File: src/rtl/bseq_pkg.sv
package bseq_pkg;
    localparam int MODE_W = 13;

    typedef enum logic [1:0] {
        ST_IDLE  = 2'd0,
        ST_FIXED = 2'd1,
        ST_PAGE  = 2'd2
    } bseq_state_e;

    typedef struct packed {
        logic [1:0] len_lg;     // log2 of fixed length
        logic       full_page;
        logic       interleave;
        logic       wr_single;
        logic [1:0] cas;
        logic       illegal;
    } bseq_mode_t;
endpackage

File: src/rtl/bseq_mode_dec.sv
module bseq_mode_dec
    import bseq_pkg::*;
#(
    parameter int MW = MODE_W
) (
    input  logic [MW-1:0] mode_word,
    output bseq_mode_t    dec
);
    logic bl_bad;
    logic cas_bad;
    logic rsv_bad;

    always_comb begin
        dec       = '0;
        bl_bad    = 1'b0;
        unique case (mode_word[2:0])
            3'b000:  dec.len_lg = 2'd0;
            3'b001:  dec.len_lg = 2'd1;
            3'b010:  dec.len_lg = 2'd2;
            3'b011:  dec.len_lg = 2'd3;
            3'b111:  dec.full_page = 1'b1;
            default: bl_bad = 1'b1;
        endcase
        dec.interleave = mode_word[3];
        cas_bad = 1'b0;
        unique case (mode_word[6:4])
            3'b010:  dec.cas = 2'd2;
            3'b011:  dec.cas = 2'd3;
            default: cas_bad = 1'b1;
        endcase
        dec.wr_single = mode_word[9];
        rsv_bad = (mode_word[8:7] != 2'b00) || (mode_word[MW-1:10] != '0);
        dec.illegal = bl_bad || cas_bad || rsv_bad ||
                      (dec.full_page && dec.interleave);
    end
endmodule

File: src/rtl/bseq_addr_gen.sv
module bseq_addr_gen #(
    parameter int COL_W = 8
) (
    input  logic [COL_W-1:0] base_col,
    input  logic [COL_W-1:0] beat,
    input  logic [1:0]       len_lg,
    input  logic             full_page,
    input  logic             interleave,
    output logic [COL_W-1:0] col
);
    logic [COL_W-1:0] mask;
    logic [COL_W-1:0] seq_low;
    logic [COL_W-1:0] int_low;

    always_comb begin
        mask    = ~({COL_W{1'b1}} << len_lg);
        seq_low = (base_col + beat) & mask;
        int_low = (base_col ^ beat) & mask;
        if (full_page) begin
            col = base_col + beat;
        end else begin
            col = (base_col & ~mask) | (interleave ? int_low : seq_low);
        end
    end
endmodule

File: src/rtl/sdram_burst_seq.sv
module sdram_burst_seq
    import bseq_pkg::*;
#(
    parameter int               COL_W    = 8,
    parameter logic [MODE_W-1:0] MODE_RST = 13'h020
) (
    input  logic             clk,
    input  logic             rst_n,
    input  logic             mode_ld,
    input  logic [12:0]      mode_val,
    input  logic             banks_idle,
    input  logic             burst_go,
    input  logic [COL_W-1:0] start_col,
    input  logic             is_write,
    input  logic             burst_stop,
    output logic [COL_W-1:0] col_out,
    output logic             burst_busy,
    output logic             last_beat,
    output logic [1:0]       cas_lat,
    output logic             illegal_mode,
    output logic             load_err
);
    logic [MODE_W-1:0] mode_q;
    bseq_mode_t        dec;
    bseq_state_e       state_q, state_d;
    logic [COL_W-1:0]  start_q, cnt_q, gen_col;
    logic [1:0]        lg_q;
    logic              inter_q;
    logic              go_ok, single_wr, page_go, at_last;
    logic [1:0]        eff_lg;

    bseq_mode_dec #(.MW(MODE_W)) u_dec (.mode_word(mode_q), .dec(dec));

    bseq_addr_gen #(.COL_W(COL_W)) u_gen (
        .base_col  (start_q),
        .beat      (cnt_q),
        .len_lg    (lg_q),
        .full_page (state_q == ST_PAGE),
        .interleave(inter_q),
        .col       (gen_col)
    );

    // mode word register
    always_ff @(posedge clk) begin
        if (!rst_n) begin
            mode_q   <= MODE_RST;
            load_err <= 1'b0;
        end else begin
            load_err <= mode_ld && !banks_idle;
            if (mode_ld && banks_idle) mode_q <= mode_val;
        end
    end

    assign go_ok     = burst_go && !dec.illegal;
    assign single_wr = is_write && dec.wr_single;
    assign eff_lg    = single_wr ? 2'd0 : dec.len_lg;
    assign page_go   = dec.full_page && !single_wr;
    assign at_last   = (cnt_q == ~({COL_W{1'b1}} << lg_q));

    // next-state logic
    always_comb begin
        state_d = state_q;
        unique case (state_q)
            ST_IDLE: begin
                if (go_ok) state_d = page_go ? ST_PAGE : ST_FIXED;
            end
            ST_FIXED: begin
                if (go_ok)                     state_d = page_go ? ST_PAGE : ST_FIXED;
                else if (burst_stop || at_last) state_d = ST_IDLE;
            end
            ST_PAGE: begin
                if (go_ok)           state_d = page_go ? ST_PAGE : ST_FIXED;
                else if (burst_stop) state_d = ST_IDLE;
            end
            default: state_d = ST_IDLE;
        endcase
    end

    // state register and burst context
    always_ff @(posedge clk) begin
        if (!rst_n) begin
            state_q <= ST_IDLE;
            start_q <= '0;
            cnt_q   <= '0;
            lg_q    <= '0;
            inter_q <= 1'b0;
        end else begin
            state_q <= state_d;
            if (go_ok) begin
                start_q <= start_col;
                cnt_q   <= '0;
                lg_q    <= eff_lg;
                inter_q <= dec.interleave;
            end else if (state_q != ST_IDLE) begin
                cnt_q <= cnt_q + 1'b1;
            end
        end
    end

    // outputs
    always_comb begin
        burst_busy   = (state_q != ST_IDLE);
        last_beat    = (state_q == ST_FIXED) && at_last;
        col_out      = burst_busy ? gen_col : '0;
        cas_lat      = dec.cas;
        illegal_mode = dec.illegal;
    end


    load_ignored_chk: assert property (@(posedge clk) disable iff (!rst_n)
        (mode_ld && !banks_idle) |=> $stable(mode_q));


    last_ends_chk: assert property (@(posedge clk) disable iff (!rst_n)
        (last_beat && !burst_go && !burst_stop) |=> !burst_busy);


    page_no_last_chk: assert property (@(posedge clk) disable iff (!rst_n)
        (state_q == ST_PAGE) |-> !last_beat);


    first_beat_chk: assert property (@(posedge clk) disable iff (!rst_n)
        (burst_go && !illegal_mode) |=> (burst_busy && col_out == $past(start_col)));


    stop_ends_chk: assert property (@(posedge clk) disable iff (!rst_n)
        (burst_stop && !burst_go) |=> !burst_busy);


    idle_col_chk: assert property (@(posedge clk) disable iff (!rst_n)
        !burst_busy |-> (col_out == '0));


    illegal_block_chk: assert property (@(posedge clk) disable iff (!rst_n)
        (!burst_busy && illegal_mode) |=> !burst_busy);
endmodule

File: config.mk
export PLATFORM = sky130hd
export DESIGN_NAME = sdram_burst_seq
export DESIGN_NICKNAME = d
export VERILOG_FILES = /design/src/rtl/bseq_pkg.sv /design/src/rtl/bseq_mode_dec.sv /design/src/rtl/bseq_addr_gen.sv /design/src/rtl/sdram_burst_seq.sv
export SDC_FILE = /design/constraint.sdc
export NUM_CORES = 1
export LEC_CHECK = 0
export CAP_MARGIN = 30
export CORE_MARGIN = 4
export CORE_UTILIZATION = 55
export CTS_BUF_LIST = sky130_fd_sc_hd__clkbuf_4 sky130_fd_sc_hd__clkbuf_8 sky130_fd_sc_hd__clkbuf_16
export DETAILED_ROUTE_END_ITERATION = 12
export DONT_BUFFER_PORTS = 1
export MAX_ROUTING_LAYER = met4
export PLACE_DENSITY = 0.68
export SYNTH_ARGS = -nofsm -noshare
export SYNTH_HDL_FRONTEND = slang
export SYNTH_SLANG_ARGS = --single-unit
File: constraint.sdc
create_clock -name clk -period 5.4 [get_ports clk]
set_clock_uncertainty 0.05 [all_clocks]
set_input_delay 0.54 -clock clk [delete_from_list [all_inputs] [get_ports clk]]
set_output_delay 0.54 -clock clk [all_outputs]
set_load 0.02 [all_outputs]
==> impl_metrics.env, run 1 <==
export IMPL_overflow=0
export IMPL_antenna_found_initial=0
export IMPL_mostFrequentLayoutCells="59 x nand2_1, 35 x dfxtp_1, 23 x a21boi_0"
export IMPL_die_area_um2=4710
export IMPL_row_count=21
export IMPL_internal_power_w=0.000395
export IMPL_gp_congestion=0.878
export IMPL_relSlewSlack=0.525
export IMPL_timing_fmax_mhz=296
export IMPL_area_delta_synth_final_pct=4.21
export IMPL_grt_pass1_vias=1547
export IMPL_synth_nets=295
export IMPL_p_seq_frac=0.523
export IMPL_grt_start_max_net_pins=30
export IMPL_pwr_share_clk=0.350
export IMPL_numCtsBuffers=5
export IMPL_slew_viol_final=0
export IMPL_synth_area_per_cell_um2=7.96
export IMPL_irDropWorstVdd_v=0.000160
export IMPL_worst_slew_pin_slew_ns=0.707
export IMPL_netlist_cell_type_count=43
export IMPL_drt_pre_antenna_iters=4
export IMPL_cp_slowest_stage_delay_ns=0.64
export IMPL_drv_cap=0
export IMPL_cts_tree="yes"
export IMPL_diodes=0
export IMPL_clk_latency_ns=0.28
export IMPL_cp_required_ns=4.81
export IMPL_cts_sinks=35
export IMPL_drc=0
export IMPL_synth_area_leaders="dfxtp_1 35%, nand2_1 11%, a21boi_0 8.5%"
export IMPL_postSynthCellCount=254
export IMPL_port_buffers=0
export IMPL_rsz0062_at_grt="no"
export IMPL_synth_top_cell_by_area="dfxtp_1"
export IMPL_cp_cell_sequence="inv_1, ha_1, clkinv_1, and3_1, o221a_2, or4_1"
export IMPL_combPwrFrac=0.127
export IMPL_grt_pass1_wl_um=6840
export IMPL_fillCellCount=339
export IMPL_slowest_stage="or4_1"
export IMPL_cts_htree_levels=2
export IMPL_dp_hpwl_um=3170
export IMPL_critPathKind="reg -> out"
export IMPL_grt_usage=0.201
export IMPL_cp_arrival_ns=2.79
export IMPL_clockBufferDepth=2
export IMPL_design_portCount=42
export IMPL_start_kind="flop"
export IMPL_final_nets=288
export IMPL_yosysTopAreaCellShare=0.347
export IMPL_clkTransAtPathRegs_ns=0.07
export IMPL_cts_resized=0
export IMPL_min_delay_path_class="in -> reg"
export IMPL_dieHeight_um=68.6
export IMPL_syn_area_um2=2020
export IMPL_power_switching_share=0.268
export IMPL_post_route_period_util=0.626
export IMPL_path_buf_inv=2
export IMPL_hold_violations=0
export IMPL_p_switching_w=0.000144
export IMPL_clockRootBuffer="clkbuf_8"
export IMPL_ant_nets=0
export IMPL_drive_above_1_share=0.0484
export IMPL_yosysWarnings=0
export IMPL_routed_wl_um=4150
export IMPL_die_w_um=68.6
export IMPL_seq_area_frac_synth=0.347
export IMPL_via_per_inst=5.66
export IMPL_power_w=0.000539
export IMPL_start_util=0.587
export IMPL_synth_seq_cells=35
export IMPL_final_min_clock_period_ns=3.38
export IMPL_crit_path_max_fanout=13
export IMPL_postCtsSetupRepairBufs=0
export IMPL_worstSetupEndpointType="output port"
export IMPL_vias=1664
export IMPL_outcome="completed"
export IMPL_tns_ns=0
export IMPL_total_leakage_power_nw=0.862
export IMPL_drt_iter0_drc=46
export IMPL_wire_per_inst_um=14.1
export IMPL_cts_hold_fix_buffers=0
export IMPL_setup_viol=0
export IMPL_final_common_cell="nand2_1"
export IMPL_power_density_nw_per_um2=256
export IMPL_core_um2=3440
export IMPL_critical_path_top_delay_family="simple AND/OR/NAND/NOR gates"
-- final timing paths --
kind / slack (ns) / cells past startpoint / start / endpoint
max reg2reg: 3.12 / 5 / mode_q[6] / state_q[1]
min reg2reg: 0.41 / 2 / mode_q[4] / mode_q[4]
min: 0.27 / 1 / rst_n / mode_q[5]
max: 2.02 / 6 / state_q[0] / col_out[7]
-- Yosys cell counts --
| library cell | count |
|---|---|
| nor2b_1 | 4 |
| nand2_1 | 59 |
| o21ai_0 | 8 |
| nor4_1 | 1 |
| clkbuf_1 | 9 |
| or2_2 | 1 |
| xor2_1 | 10 |
| and3b_1 | 2 |
| dfxtp_1 | 35 |
| a21oi_1 | 7 |
| mux2i_1 | 2 |
| buf_2 | 1 |
| nor3b_1 | 2 |
| o41ai_1 | 1 |
| nand3_1 | 6 |
| a211oi_2 | 1 |
| o311a_1 | 1 |
| or3_1 | 1 |
| nor3_1 | 5 |
| a311oi_1 | 1 |
| and2_1 | 2 |
| a21boi_0 | 23 |
| nand2b_1 | 3 |
| clkinv_1 | 1 |
| a311o_1 | 1 |
| inv_1 | 4 |
| buf_1 | 2 |
| xnor2_1 | 3 |
| and3_1 | 4 |
| o22ai_1 | 4 |
| nor2_1 | 17 |
| or4b_1 | 2 |
| buf_4 | 2 |
| nand3_2 | 1 |
| ha_1 | 12 |
| nand3b_1 | 1 |
| nand4_1 | 5 |
| or4_1 | 2 |
| a21o_1 | 2 |
| fa_1 | 1 |
| o221a_2 | 1 |
| o2111ai_1 | 1 |
| a211oi_1 | 3 |
-- power by group through the flow --
stage          Clock (W)  Combinational, W  Sequential [W]
2_1_floorplan          0         0.0000648        0.000282
3_3_place_gp           0         0.0000682        0.000287
3_5_place_dp           0         0.0000690        0.000287
4_1_cts         0.000195         0.0000693        0.000281
5_1_grt         0.000211         0.0000778        0.000283
6_report        0.000189         0.0000686        0.000282
-- cell families after synthesis --
| kind of cell | after synthesis | synth area share |
|---|---|---|
| adder cells (fa/ha/maj) | 13 | 0.0842 |
| AO/OA/AOI/OAI | 54 | 0.188 |
| flip-flops | 35 | 0.347 |
| AND/OR/NAND/NOR | 118 | 0.275 |
| XOR/XNOR | 13 | 0.0563 |
| buffers and inverters | 19 | 0.0396 |
| multiplexers | 2 | 0.00990 |
-- sequential cells by signal (all words and copies together) (netlist names) --
signal	count
start_q	8
load_err	1
inter_q	1
lg_q	2
state_q	2
mode_q	13
cnt_q	8
-- cell type report --
class                      count  area [um2]  area share
multi-input combinational    200        1240       0.589
tap                           46        57.6      0.0273
inverter                       5        18.8     0.00891
sequential                    35         701       0.333
clock inverter                 1        5.00     0.00238
clock buffer                   7        83.8      0.0398
-- per-stage QoR --
stage / setup WS (ns) / area, um2 / instances / hold slack, ns / utilization
detailed placement: 2.32 / 2020 / 286 / 0.402 / 0.586
floorplan: 2.65 / 2020 / 254 / 0.389 / -
global route: 1.84 / 2110 / 294 / 0.267 / 0.612
global placement: 2.38 / 2020 / 286 / 0.400 / 0.586
finish: 2.02 / 2110 / 294 / 0.274 / 0.612
CTS: 2.01 / 2110 / 294 / 0.268 / 0.612
-- routing by layer --
metal / GRT usage / up-vias / wire (um) / share of wire
li1: - / 863 / - / -
met1: 0.225 / 757 / 1890 / 0.45
met2: 0.328 / 38 / 1930 / 0.46
met3: 0.0697 / 6 / 275 / 0.066
met4: 0.0769 / 0 / 58 / 0.014
met5: - / - / 0 / 0
Note: power is estimated with default switching activity, not from simulation.
==> run 2: changes to the inputs <==
--- a/config.mk
+++ b/config.mk
@@ -12,7 +12,7 @@
 export DETAILED_ROUTE_END_ITERATION = 12
 export DONT_BUFFER_PORTS = 1
 export MAX_ROUTING_LAYER = met4
-export PLACE_DENSITY = 0.68
+export PLACE_DENSITY = 0.71
 export SYNTH_ARGS = -nofsm -noshare
 export SYNTH_HDL_FRONTEND = slang
 export SYNTH_SLANG_ARGS = --single-unit
==> constraint.sdc (replaced) <==
create_clock -name clk -period 2.7 [get_ports clk]
set_clock_uncertainty 0.05 [all_clocks]
set_input_delay 0.27 -clock clk [delete_from_list [all_inputs] [get_ports clk]]
set_output_delay 0.27 -clock clk [all_outputs]
set_load 0.02 [all_outputs]
==> impl_metrics.env, run 2 (same netlist as run 1, synthesis figures left out) <==
export IMPL_pwr_share_clk=0.372
export IMPL_ant_nets=0
export IMPL_dieHeight_um=68.6
export IMPL_combPwrFrac=0.138
export IMPL_setup_viol=0
export IMPL_diodes=0
export IMPL_irDropWorstVdd_v=0.000391
export IMPL_holdPathStages=2
export IMPL_worstSetupEndpointType="output port"
export IMPL_startpoint="start_q[0]"
export IMPL_timing_fmax_mhz=383
export IMPL_fin_area_um2=2210
export IMPL_final_common_cell="nand2_1"
export IMPL_die_area_um2=4710
export IMPL_relSlewSlack=0.684
export IMPL_start_util=0.587
export IMPL_hold_violations=0
export IMPL_drt_iter0_drc=65
export IMPL_crit_path_max_fanout=3
export IMPL_reg2reg_to="state_q[1]"
export IMPL_overflow=0
export IMPL_slew_viol_final=0
export IMPL_port_buffers=0
export IMPL_via_per_inst=5.70
export IMPL_p_seq_frac=0.491
export IMPL_drv_cap=0
export IMPL_start_kind="flop"
export IMPL_grt_pass1_vias=1664
export IMPL_routed_wl_um=4380
export IMPL_grt_pass1_wl_um=7160
export IMPL_row_count=21
export IMPL_wire_per_inst_um=14.4
export IMPL_cts_htree_levels=2
export IMPL_placed_area_um2=2080
export IMPL_fillCellCount=330
export IMPL_clk_latency_ns=0.28
export IMPL_grt_usage=0.211
export IMPL_power_w=0.00114
export IMPL_final_nets=297
export IMPL_final_min_clock_period_ns=2.61
export IMPL_clockBufferDepth=2
export IMPL_reg_top3="mode_q x13, cnt_q x8, start_q x8"
export IMPL_clockRootBuffer="clkbuf_8"
export IMPL_cts_sinks=35
export IMPL_grt_start_max_net_pins=30
export IMPL_largest_reg_flops=13
export IMPL_vias=1728
export IMPL_postCtsSetupRepairBufs=0
export IMPL_area_delta_synth_final_pct=9.16
export IMPL_holdPathEnd="start_q[5]"
export IMPL_rrSetupSlack_ns=0.61
export IMPL_min_from="start_col[5]"
export IMPL_worst_hold_slack_ns=0.0713
export IMPL_cp_required_ns=2.38
export IMPL_numCtsBuffers=5
export IMPL_mostFrequentLayoutCells="59 x nand2_1, 34 x dfxtp_1, 23 x a21boi_0"
export IMPL_cp_arrival_ns=2.29
export IMPL_regMostFlops="mode_q"
export IMPL_min_delay_path_class="in -> reg"
export IMPL_power_switching_share=0.261
export IMPL_clkTransAtPathRegs_ns=0.07
export IMPL_tns_ns=0
export IMPL_drive_above_1_share=0.0973
export IMPL_fin_ws_ns=0.0901
export IMPL_ff2ff_path_depth=5
export IMPL_internal_power_w=0.000842
export IMPL_antenna_found_initial=0
export IMPL_cts_tree="yes"
export IMPL_total_leakage_power_nw=0.914
export IMPL_dp_slack_ns=0.235
export IMPL_power_density_nw_per_um2=516
export IMPL_dp_hpwl_um=3340
export IMPL_drc=0
export IMPL_p_switching_w=0.000297
export IMPL_outcome="completed"
export IMPL_r2r_start="mode_q[6]"
export IMPL_core_um2=3440
export IMPL_post_route_period_util=0.967
export IMPL_worst_slew_pin_slew_ns=0.472
export IMPL_critPathKind="reg -> out"
export IMPL_design_portCount=42
export IMPL_die_w_um=68.6
export IMPL_rsz0062_at_grt="no"
export IMPL_gp_congestion=0.868
export IMPL_drt_pre_antenna_iters=4
run 2: metrics by stage:
step / cells / util
floorplan: 254 / -
global placement: 294 / 0.604
detailed placement: 294 / 0.604
CTS: 302 / 0.636
global route: 303 / 0.641
finish: 303 / 0.641
run 2: area by class of cell:
type	count	area (um2)	area share
Inverter	5	18.8	0.00850
Timing Repair Buffer	9	70.1	0.0317
Multi-Input combinational cell	200	1250	0.569
Tap cell	46	57.6	0.0261
Sequential cell	35	702	0.318
Clock buffer	8	104	0.0471
run 2: critical path, stage by stage (launching register included):
cell      delay, ns
dfxtp_1        0.33
ha_1           0.23
fa_1           0.43
nor2b_1        0.17
xnor2_1        0.12
a311oi_1       0.30
a21oi_1        0.10
nor2_1         0.34
run 2: per-layer routing:
layer | vias to the layer above | part of all wire | global-route usage
li1 | 882 | - | -
met1 | 802 | 0.44 | 0.237
met2 | 40 | 0.49 | 0.360
met3 | 4 | 0.057 | 0.0551
met4 | 0 | 0.010 | 0.0769
met5 | - | 0 | -
run 2: worst max path at each step:
stage / to / slack [ns] / cells after the start
5_1_grt: col_out[7] / 0.02 / 6
3_3_place_gp: col_out[7] / 0.27 / 6
3_5_place_dp: col_out[7] / 0.24 / 6
4_1_cts: col_out[7] / 0.04 / 6
2_1_floorplan: col_out[7] / 0.22 / 6
6_report: col_out[2] / 0.09 / 7
run 2: power groups by stage:
stage / sequential (W) / combinational, W / clock [W]
after floorplan: 0.000565 / 0.000130 / 0
after global placement: 0.000570 / 0.000153 / 0
after detailed placement: 0.000570 / 0.000156 / 0
after CTS: 0.000559 / 0.000158 / 0.000435
after global routing: 0.000562 / 0.000178 / 0.000455
final: 0.000559 / 0.000157 / 0.000424
run 2: timing repair:
| item | in CTS | in global routing |
|---|---|---|
| hold buffers | 0 | 1 |
| endpoints found under the hold margin | 0 | 1 |
| gates resized for setup | 2 | 4 |
| setup endpoints to repair | 1 | 2 |
| gates cloned | 0 | 0 |
